<file path="src/rtl/lms_err_pkg.sv">
// Shared definitions for the adaptive-filter error unit.
// Assumes nothing beyond IEEE 1800-2017 packages.
package lms_err_pkg;

    // Value of one 2-bit slice of an input sample
    typedef enum logic [1:0] {
        DG_ZERO  = 2'd0,
        DG_ONE   = 2'd1,
        DG_TWO   = 2'd2,
        DG_THREE = 2'd3
    } digit_t;

endpackage

</file>
<file path="src/rtl/lms_err_ppg.sv">
// Partial-product generator for one tap.
// Produces XW/2 partial products wt * digit_k, each WW+2 bits signed.
// Lower digits are unsigned (0..3). The top digit carries the sample sign,
// so its codes 0,1,2,3 mean 0,+1,-2,-1.
// Assumes XW is even and at least 4.
module lms_err_ppg
    import lms_err_pkg::*;
#(
    parameter int WW = 16,
    parameter int XW = 8
) (
    input  logic [WW-1:0]                  wt,
    input  logic [XW-1:0]                  xs,
    output logic [(XW/2)*(WW+2)-1:0]       pp_flat
);
    localparam int PW = WW + 2;
    localparam int D  = XW / 2;

    logic signed [PW-1:0] m1, m2, m3, n1, n2;

    // Multiples of the weight shared by every digit of this tap
    always_comb begin
        m1 = {{2{wt[WW-1]}}, wt};
        m2 = m1 <<< 1;
        m3 = m1 + m2;
        n1 = -m1;
        n2 = -m2;
    end

    for (genvar k = 0; k < D; k++) begin : g_dig
        digit_t dg;
        logic   b0, b1, b2;
        logic signed [PW-1:0] s0, s1, s2;

        assign dg = digit_t'(xs[2*k +: 2]);

        // One-hot decode of the digit value
        always_comb begin
            b0 = (dg == DG_ONE);
            b1 = (dg == DG_TWO);
            b2 = (dg == DG_THREE);
        end

        if (k == D - 1) begin : g_top
            // Signed top digit: +1, -2, -1
            always_comb begin
                s0 = m1;
                s1 = n2;
                s2 = n1;
            end
        end else begin : g_low
            // Unsigned digit: +1, +2, +3
            always_comb begin
                s0 = m1;
                s1 = m2;
                s2 = m3;
            end
        end

        // AND-OR selection of the chosen multiple
        assign pp_flat[k*PW +: PW] = ({PW{b0}} & s0) | ({PW{b1}} & s1) | ({PW{b2}} & s2);
    end

endmodule

</file>
<file path="src/rtl/lms_err_addtree.sv">
// Combinational binary adder tree over N_IN signed operands.
// Heap layout: leaves at N_IN..2*N_IN-1, node i sums nodes 2i and 2i+1.
// Assumes N_IN is a power of two, at least 2, and OW covers IW + log2(N_IN).
module lms_err_addtree #(
    parameter int N_IN = 8,
    parameter int IW   = 18,
    parameter int OW   = 21
) (
    input  logic [N_IN*IW-1:0] in_flat,
    output logic [OW-1:0]      sum
);
    logic signed [OW-1:0] node [1:2*N_IN-1];

    // Sign-extend each operand into a leaf
    for (genvar i = 0; i < N_IN; i++) begin : g_leaf
        assign node[N_IN+i] = {{(OW-IW){in_flat[i*IW+IW-1]}}, in_flat[i*IW +: IW]};
    end

    // Internal adders, one per heap node
    for (genvar i = 1; i < N_IN; i++) begin : g_add
        assign node[i] = node[2*i] + node[2*i+1];
    end

    assign sum = node[1];

endmodule

</file>
<file path="src/rtl/lms_err_shadd.sv">
// Shift-add tree combining ND per-digit sums by place value 4^k.
// Node i at heap depth p covers ND>>p digits. Its upper child is shifted
// left by 2*(ND>>(p+1)) bits. The level nearest the leaves is registered,
// which gives one pipeline stage. Levels above it are combinational.
// Assumes ND is a power of two, at least 2. Synchronous active-low reset.
module lms_err_shadd #(
    parameter int ND = 4,
    parameter int IW = 21,
    parameter int OW = 27
) (
    input  logic               clk,
    input  logic               rst_n,
    input  logic [ND*IW-1:0]   in_flat,
    output logic [OW-1:0]      sum
);
    localparam int LOGD     = $clog2(ND);
    localparam int REG_DEPTH = LOGD - 1;

    logic signed [OW-1:0] node [1:2*ND-1];

    // Sign-extend each digit-tree output into a leaf, digit k at ND+k
    for (genvar k = 0; k < ND; k++) begin : g_leaf
        assign node[ND+k] = {{(OW-IW){in_flat[k*IW+IW-1]}}, in_flat[k*IW +: IW]};
    end

    for (genvar i = 1; i < ND; i++) begin : g_node
        localparam int DEP = $clog2(i + 1) - 1;
        localparam int SH  = 2 * (ND >> (DEP + 1));
        logic signed [OW-1:0] cs;

        // Weighted addition of the two children
        assign cs = node[2*i] + (node[2*i+1] <<< SH);

        if (DEP == REG_DEPTH) begin : g_reg
            logic signed [OW-1:0] q;
            // Pipeline cut-set after the first shift-add level
            always_ff @(posedge clk) begin
                if (!rst_n) q <= '0;
                else        q <= cs;
            end
            assign node[i] = q;
        end else begin : g_comb
            assign node[i] = cs;
        end
    end

    assign sum = node[1];

endmodule

</file>
<file path="src/rtl/lms_err_pipe.sv">
// Error-computation unit of an N-tap adaptive FIR filter.
// Accepts one sample per in_valid cycle into a tap history. It computes
// y = upper WW bits of sum(w_j * x(n-j)) through per-tap digit partial
// products, per-digit adder trees across taps and one shift-add tree,
// then registers e = d - y. Latency is two edges from in_valid to e_valid.
// Assumes N_TAPS is a power of two >= 4 and XW is a power of two >= 4.
// Synchronous active-low reset.
module lms_err_pipe #(
    parameter int N_TAPS = 8,
    parameter int XW     = 8,
    parameter int WW     = 16
) (
    input  logic                  clk,
    input  logic                  rst_n,
    input  logic                  in_valid,
    input  logic [XW-1:0]         x_in,
    input  logic [N_TAPS*WW-1:0]  w_in,
    input  logic [WW-1:0]         d_in,
    output logic [WW-1:0]         e_out,
    output logic                  e_valid
);
    localparam int LOGN = $clog2(N_TAPS);
    localparam int D    = XW / 2;
    localparam int PW   = WW + 2;
    localparam int TW   = PW + LOGN;
    localparam int FW   = WW + XW + LOGN;
    localparam int DROP = XW + LOGN;

    logic [(N_TAPS-1)*XW-1:0] hist;
    logic [N_TAPS*XW-1:0]     taps;
    logic [N_TAPS*D*PW-1:0]   pp_tap_major;
    logic [D*N_TAPS*PW-1:0]   pp_dig_major;
    logic [D*TW-1:0]          tsum;
    logic [FW-1:0]            acc;
    logic                     v1;
    logic [WW-1:0]            d1;
    logic [WW-1:0]            y_w;

    // Sample history: newest accepted sample at the low end
    always_ff @(posedge clk) begin
        if (!rst_n)        hist <= '0;
        else if (in_valid) hist <= {hist[(N_TAPS-2)*XW-1:0], x_in};
    end

    assign taps = {hist, x_in};

    // One partial-product generator per tap
    for (genvar j = 0; j < N_TAPS; j++) begin : g_tap
        lms_err_ppg #(.WW(WW), .XW(XW)) ppg_i (
            .wt      (w_in[j*WW +: WW]),
            .xs      (taps[j*XW +: XW]),
            .pp_flat (pp_tap_major[j*D*PW +: D*PW])
        );
    end

    // Regroup partial products by digit position
    for (genvar k = 0; k < D; k++) begin : g_grp
        for (genvar j = 0; j < N_TAPS; j++) begin : g_t
            assign pp_dig_major[(k*N_TAPS+j)*PW +: PW] = pp_tap_major[(j*D+k)*PW +: PW];
        end
        lms_err_addtree #(.N_IN(N_TAPS), .IW(PW), .OW(TW)) tree_i (
            .in_flat (pp_dig_major[k*N_TAPS*PW +: N_TAPS*PW]),
            .sum     (tsum[k*TW +: TW])
        );
    end

    lms_err_shadd #(.ND(D), .IW(TW), .OW(FW)) shadd_i (
        .clk     (clk),
        .rst_n   (rst_n),
        .in_flat (tsum),
        .sum     (acc)
    );

    // Valid flag and desired sample travel with the shift-add register
    always_ff @(posedge clk) begin
        if (!rst_n) begin
            v1 <= 1'b0;
            d1 <= '0;
        end else begin
            v1 <= in_valid;
            d1 <= d_in;
        end
    end

    assign y_w = acc[DROP +: WW];

    // Error register right after the subtraction
    always_ff @(posedge clk) begin
        if (!rst_n) begin
            e_out   <= '0;
            e_valid <= 1'b0;
        end else begin
            e_valid <= v1;
            if (v1) e_out <= d1 - y_w;
        end
    end

endmodule

</file>
<file path="config.mk">
export PLATFORM = sky130hd
export DESIGN_NAME = lms_err_pipe
export DESIGN_NICKNAME = d
export VERILOG_FILES = /design/src/rtl/lms_err_pkg.sv /design/src/rtl/lms_err_ppg.sv /design/src/rtl/lms_err_addtree.sv /design/src/rtl/lms_err_shadd.sv /design/src/rtl/lms_err_pipe.sv
export SDC_FILE = /design/constraint.sdc
export NUM_CORES = 2
export LEC_CHECK = 0
export BUFFER_PORTS_ARGS = -buffer_cell sky130_fd_sc_hd__buf_4
export CAP_MARGIN = 20
export CORE_MARGIN = 3
export CORE_UTILIZATION = 40
export DETAILED_ROUTE_END_ITERATION = 16
export GPL_ROUTABILITY_DRIVEN = 0
export HOLD_SLACK_MARGIN = 0.06
export PLACE_DENSITY = 0.57
export SLEW_MARGIN = 20
export SYNTH_ARGS = -nofsm -noshare
export SYNTH_HDL_FRONTEND = slang
export SYNTH_SLANG_ARGS = --single-unit
</file>
<file path="constraint.sdc">
create_clock -name clk -period 27.2 [get_ports clk]
set_input_delay 5.44 -clock clk [delete_from_list [all_inputs] [get_ports clk]]
set_output_delay 5.44 -clock clk [all_outputs]
set_load 0.05 [all_outputs]
</file>
* Word level (Yosys, flattened, before mapping)
Cells that the tools add are included.
** Storage, ports and cells
- Register bits after elaboration :: 140
- Bits in latches :: 0
- RAM bits :: 0
- ROM bits :: 0
- Output and inout port bits :: 17
- Word-level logic and storage cells :: 319
- Memories :: 0
** Operators by class
- $add $sub $neg :: 56
- $mul :: 0
- Divide/modulo/power cells :: 0
- $lt $le $gt $ge :: 0
- Equality and inequality tests :: 96
- Shift operators :: 0
- Multiplexer cells :: 0
- Bitwise operators :: 160
- Reductions and logical operators :: 0
** Operators by type and width (count)
- $and A18 B18 Y18 :: 96
- $or A18 B18 Y18 :: 64
- $add A18 B18 Y19 :: 16
- $add A19 B19 Y20 :: 8
- $add A16 B17 Y18 :: 8
- $neg A16 Y18 :: 8
- $neg A17 Y18 :: 8
- $eq A2 B2 Y1 const B :: 64
- $add A20 B20 Y21 :: 4
- $eq A2 B1 Y1 const B :: 32
- $add A27 B27 Y27 :: 1
- $add A21 B23 Y24 :: 1
- $add A21 B23 Y23 :: 1
- $sub A16 B16 Y16 :: 1

* Depth between registers and ports, before layout
- Word-level depth :: 8
- Mapped depth :: 46
- Gate-level depth less buffers :: 43

* Cells and area by module
From an unflattened synthesis, not the netlist that was laid out.
** Unflattened totals
- Cells, all modules :: 6895
- Area total of the unflattened synthesis :: 49717.7 um2
** By module, submodules not included
- lms_err_ppg (g_tap[3].ppg_i ...) :: times used 3, cells each 442, area each 2783.9 um2, sequential area each 0.0 um2
- lms_err_ppg (g_tap[0].ppg_i ...) :: times used 3, cells each 398, area each 2528.7 um2, sequential area each 0.0 um2
- lms_err_ppg (g_tap[4].ppg_i ...) :: times used 2, cells each 447, area each 2761.4 um2, sequential area each 0.0 um2
- lms_err_addtree (g_grp[0].tree_i) :: times used 1, cells each 669, area each 5201.2 um2, sequential area each 0.0 um2
- lms_err_addtree (g_grp[1].tree_i) :: times used 1, cells each 647, area each 5049.8 um2, sequential area each 0.0 um2
- lms_err_addtree (g_grp[2].tree_i) :: times used 1, cells each 627, area each 4942.2 um2, sequential area each 0.0 um2
- lms_err_addtree (g_grp[3].tree_i) :: times used 1, cells each 625, area each 4924.7 um2, sequential area each 0.0 um2
- lms_err_shadd :: times used 1, cells each 528, area each 4251.6 um2, sequential area each 940.9 um2
- lms_err_pipe :: times used 1, cells each 385, area each 3887.5 um2, sequential area each 1801.7 um2

* Worst setup path after synthesis
OpenSTA, ideal clock, no wires.
- Path kind :: input to register
- Start point :: input port w_in[2]
- End point :: register shadd_i.g_node[2].g_reg.q[25]
- Setup time :: 0.121 ns
- Data arrival time :: 14.927 ns
- Data required time :: 27.079 ns
- Slack :: 12.152 ns
- Stages on the path :: 41
- Path through :: clkbuf_1 inv_1 ha_1 a21o_1 a21oi_1 nand2b_1 a21boi_0 o311a_1 or2_2 nor2_1 xnor2_1 mux2_2 a22o_1 fa_1 fa_1 fa_1 inv_1 fa_1 (+5 left out) o211a_1 o21a_1 o21ai_0 nand2b_1 xnor2_1 fa_1 inv_1 fa_1 fa_1 inv_1 fa_1 inv_1 ha_1 a211oi_1 inv_1 o21a_1 a31o_2 mux2_4
** Between the ends
- Word-level cells in the longest chain between the ends :: 7
** Ends and longest elaborated chain
- start: declaration :: RTL line lms_err_pipe.sv:17 : input logic [N_TAPS*WW-1:0] w_in,
- $add A16 B17 Y18 or $and A18 B18 Y18 (tied branches) :: RTL line lms_err_ppg.sv:25, lms_err_ppg.sv:61
- $and A18 B18 Y18 or $or A18 B18 Y18 (tied branches) :: RTL line lms_err_ppg.sv:61 : assign pp_flat[k*PW +: PW] = ({PW{b0}} & s0) | ({PW{b1}} & s1) | ({PW{b2}} & s2);
- $or A18 B18 Y18 :: RTL line lms_err_ppg.sv:61
- $add A18 B18 Y19 :: RTL line lms_err_addtree.sv:21 : assign node[i] = node[2*i] + node[2*i+1];
- $add A19 B19 Y20 :: RTL line lms_err_addtree.sv:21
- $add A20 B20 Y21 :: RTL line lms_err_addtree.sv:21
- $add A21 B23 Y24 * :: RTL line lms_err_shadd.sv:32 : assign cs = node[2*i] + (node[2*i+1] <<< SH);
- end signal: assignment :: RTL line lms_err_shadd.sv:39 : else q <= cs;
- end: declaration :: RTL line lms_err_shadd.sv:35 : logic signed [OW-1:0] q;
Mark *: on every way between the ends. The rest lies on a longest branch, timed or not.
A chain may end at the register's enable or synchronous reset.

* Worst setup path in the final report
- Start point :: input port w_in[1]
- End point :: register shadd_i.g_node[2].g_reg.q[25]
Same word-level chain as after synthesis.

==> run summary <==
Status
* status: completed

Pwr
* portion of total power attributed to combinational logic: 0.748
* internal power of the cells: 1.00 mW
* proportion of power drawn by the clock network: 0.130
* sw frac: 0.519
* IR drop worst, VDD: 58.6 µV
* share of total power in sequential cells: 0.123
* Leakage: 19.7 nW
* switching power: 1.08 mW
* Power Dens Cells: 47.6 nW/µm²

Placed design
* Port Buffer Count: 171
* area after detailed placement: 43200 µm²
* placed wire-length estimate: 140000 µm

Critical path
* setup slack of the worst register-to-register path: 16.38 ns
* crit end category: register
* kind of cell adding the most delay to the critical path: adder cells
* Crit Path Category: in -> reg
* critical path arrival: 16.02 ns
* buffering stage count on the worst path with inverters included: 8
* data required time of the critical path: 27.60 ns
* crit path launch type: primary input
* Critical-path top delay cell: sky130_fd_sc_hd__o41ai_1
* most frequent cell on the critical path: sky130_fd_sc_hd__fa_1
* peak fanout along the critical path: 7
* peak per-stage delay on the critical path: 0.72 ns

STA
* Max Transition Viols Final: 0
* setup TNS after final layout: 0 ns
* Layout Skew: 0.0292 ns
* final setup violation count: 0
* final critical delay including setup and external delays: 15.62 ns
* final hold violations: 0
* unrepaired setup endpoints after global routing: false
* transition at the pin with the smallest max-transition slack: 1.17 ns
* slew margin rel.: 0.216
* period utilization: 0.574
* upper clock frequency limit: 64.0 MHz

Floorplan
* standard-cell rows: 116
* Floorplan Core Area: 101000 µm²
* Die Y-Extent: 326 µm
* Die X: 326 µm
* area enclosed by the die boundary: 106000 µm²
* num ports: 172
* initial core utilization: 0.406

GRT
* largest net degree at the start of global routing: 64
* GR Util All Layers: 0.310
* number of global-route vias before repair: 36332
* initial antenna violation count: 4
* first-pass GRT wire length: 244000 µm
* final global-route overflow total: 0

Clock tree
* clock buffer depth: 2
* # hold bufs at CTS: 0
* buffers inserted during post-CTS setup optimization: 0
* number of clock sinks: 133
* Clock transition at path regs: 0.08 ns
* H-Tree Depth: 4
* number of clock buffers inserted by TritonCTS: 17
* number of resized instances in the post-cts repair step: 0
* Clk Latency, worst-skew pair: 0.54 ns
* CTS tree: built
* library cell used as clock root buffer: sky130_fd_sc_hd__clkbuf_16

Synth
* distinct cell type count after synthesis: 71
* FFs w/ async S/R, synth: 0
* number of cells produced by synthesis: 5291
* net count after synthesis: 6324
* mean post-synth cell area: 7.75 µm²
* leading register cell type out of synthesis: sky130_fd_sc_hd__dfxtp_1
* most area-consuming cells after synthesis: sky130_fd_sc_hd__fa_1, sky130_fd_sc_hd__ha_1, sky130_fd_sc_hd__dfxtp_1
* proportion of synthesized chip area in sequential cells: 0.0650
* synthesis-stage register bit count: 133
* combined area of all synthesized cells: 41000 µm²
* top-count cell post-synth: sky130_fd_sc_hd__inv_1
* commonest cells in the netlist: sky130_fd_sc_hd__inv_1, sky130_fd_sc_hd__nand2_1, sky130_fd_sc_hd__fa_1
* most area-hungry cell type in the Yosys netlist: sky130_fd_sc_hd__fa_1
* number of synthesis warnings: 0
* top cell type's share of synthesized area: 0.248
* EDFF count, synth: 0

Drt
* number of nets still failing antenna checks after routing: 0
* detailed-route vias per instance: 5.84
* final routed DRC violation total: 0
* Routed WL per cell: 25.4 µm
* first-pass detailed-route iteration total: 10
* number of violations reported at the end of detailed-routing iteration 0: 5250
* Routed WL: 167000 µm
* Via Count: 38538

Finish
* final cell area excluding filler cells: 43900 µm²
* layout cells sized above 1: 0.0726
* number of fill cells: 10275
* Nets: 6253
* synthesis-to-layout area growth: 7.07%
* area occupied by multi-input gates: 34400 µm²
* Sequential Area: 2670 µm²

Worst hold path
* Hold WC Path Type: reg -> reg

Flow run
* Maximum Capacitance Violations: 0

[area by class of cell]
| class | count | area share |
|---|---|---|
| diodes | 4 | 0.000228 |
| clock buffers | 17 | 0.00970 |
| clock inverters | 15 | 0.00459 |
| inverters | 701 | 0.0600 |
| multi-input cells | 4128 | 0.785 |
| flip-flops and latches | 133 | 0.0608 |
| well taps | 1357 | 0.0387 |
| repair buffers | 239 | 0.0409 |
[cells by family (layout without fill, tap and decap cells)]
group | after synthesis | in the layout | share of synthesized area
multiplexers | 88 | 88 | 0.0218
XOR/XNOR | 317 | 317 | 0.0677
adder cells (fa/ha/maj) | 878 | 878 | 0.361
buffers and inverters | 1030 | 972 | 0.0946
AO/OA/AOI/OAI | 1477 | 1477 | 0.238
other | 0 | 4 | 0
AND/OR/NAND/NOR | 1368 | 1368 | 0.152
flip-flops | 133 | 133 | 0.0650
[placed cells by master (no fill, tap or decap), types with 21 or more instances in the layout]
cell,n
sky130_fd_sc_hd__inv_1,700
sky130_fd_sc_hd__nand2_1,518
sky130_fd_sc_hd__fa_1,508
sky130_fd_sc_hd__o21ai_0,464
sky130_fd_sc_hd__ha_1,370
sky130_fd_sc_hd__nor2_1,359
sky130_fd_sc_hd__a21oi_1,298
sky130_fd_sc_hd__xnor2_1,260
sky130_fd_sc_hd__buf_4,239
sky130_fd_sc_hd__a22o_1,201
sky130_fd_sc_hd__dfxtp_1,130
sky130_fd_sc_hd__a22oi_1,118
sky130_fd_sc_hd__nand3_1,91
sky130_fd_sc_hd__nor2b_1,87
sky130_fd_sc_hd__mux2i_1,80
sky130_fd_sc_hd__and3_1,59
sky130_fd_sc_hd__xor2_1,57
sky130_fd_sc_hd__and2_1,55
sky130_fd_sc_hd__nand2b_1,49
sky130_fd_sc_hd__a32oi_1,45
sky130_fd_sc_hd__a31o_2,42
sky130_fd_sc_hd__nor3_1,40
sky130_fd_sc_hd__o211ai_1,40
sky130_fd_sc_hd__a21o_1,38
sky130_fd_sc_hd__or2_2,38
sky130_fd_sc_hd__a32o_1,38
sky130_fd_sc_hd__a31oi_1,34
sky130_fd_sc_hd__or3_1,22
sky130_fd_sc_hd__a211oi_1,21
sky130_fd_sc_hd__o21a_1,21
[power by group through the flow]
stage / Combinational (mW) / Clock (mW) / Sequential (mW)
after CTS: 1.53 / 0.274 / 0.256
after detailed placement: 1.52 / 0 / 0.260
after global placement: 1.51 / 0 / 0.260
final: 1.56 / 0.271 / 0.256
after floorplan: 1.10 / 0 / 0.289
after global routing: 1.74 / 0.280 / 0.259
[worst paths after layout]
check | end | cells past startpoint | from
worst max-delay path | shadd_i.g_node[2].g_reg.q[25] | 40 | w_in[1]
worst min-delay path | e_out[10] | 2 | e_out[10]
worst max register to register | shadd_i.g_node[2].g_reg.q[25] | 31 | hist[34]
worst min register to register | e_out[10] | 2 | e_out[10]
[layer usage]
metal / routed length [µm] / global-route usage / vias to the layer above
li1: - / - / 17655
met1: 67500 / 0.409 / 18563
met2: 71500 / 0.468 / 1994
met3: 18100 / 0.0806 / 326
met4: 10100 / 0.160 / 0
met5: 0 / 0 / -
[worst reg2reg max path: cells and delay by family, from the launching register on]
kind | cells | cell delay (ns)
simple gates | 2 | 1.08
mux | 1 | 0.29
flops | 1 | 0.62
buf+inv | 5 | 0.27
compound gates | 12 | 3.49
xor+xnor | 1 | 0.16
fa+ha+maj | 10 | 4.81
[sequential cells by signal, indices dropped and copies added (netlist names)]
| register | cells |
|---|---|
| hist | 56 |
| v1 | 1 |
| shadd_i.g_node.g_reg.q | 43 |
| e_out | 16 |
| d1 | 16 |
| e_valid | 1 |
[per-stage QoR]
step | power [mW] | utilization | worst slack [ns] | hold WS (ns) | instances
after floorplan | 1.38 | - | 12.15 | 0.541 | 5291
after CTS | 2.07 | 0.435 | 11.82 | 0.516 | 6589
final | 2.09 | 0.435 | 11.58 | 0.513 | 6594
after detailed placement | 1.78 | 0.429 | 11.29 | 0.494 | 6557
after global placement | 1.77 | 0.428 | 11.40 | 0.478 | 6557
after global routing | 2.28 | 0.435 | 10.96 | 0.542 | 6594
Note: power is estimated with default switching activity, not from simulation.
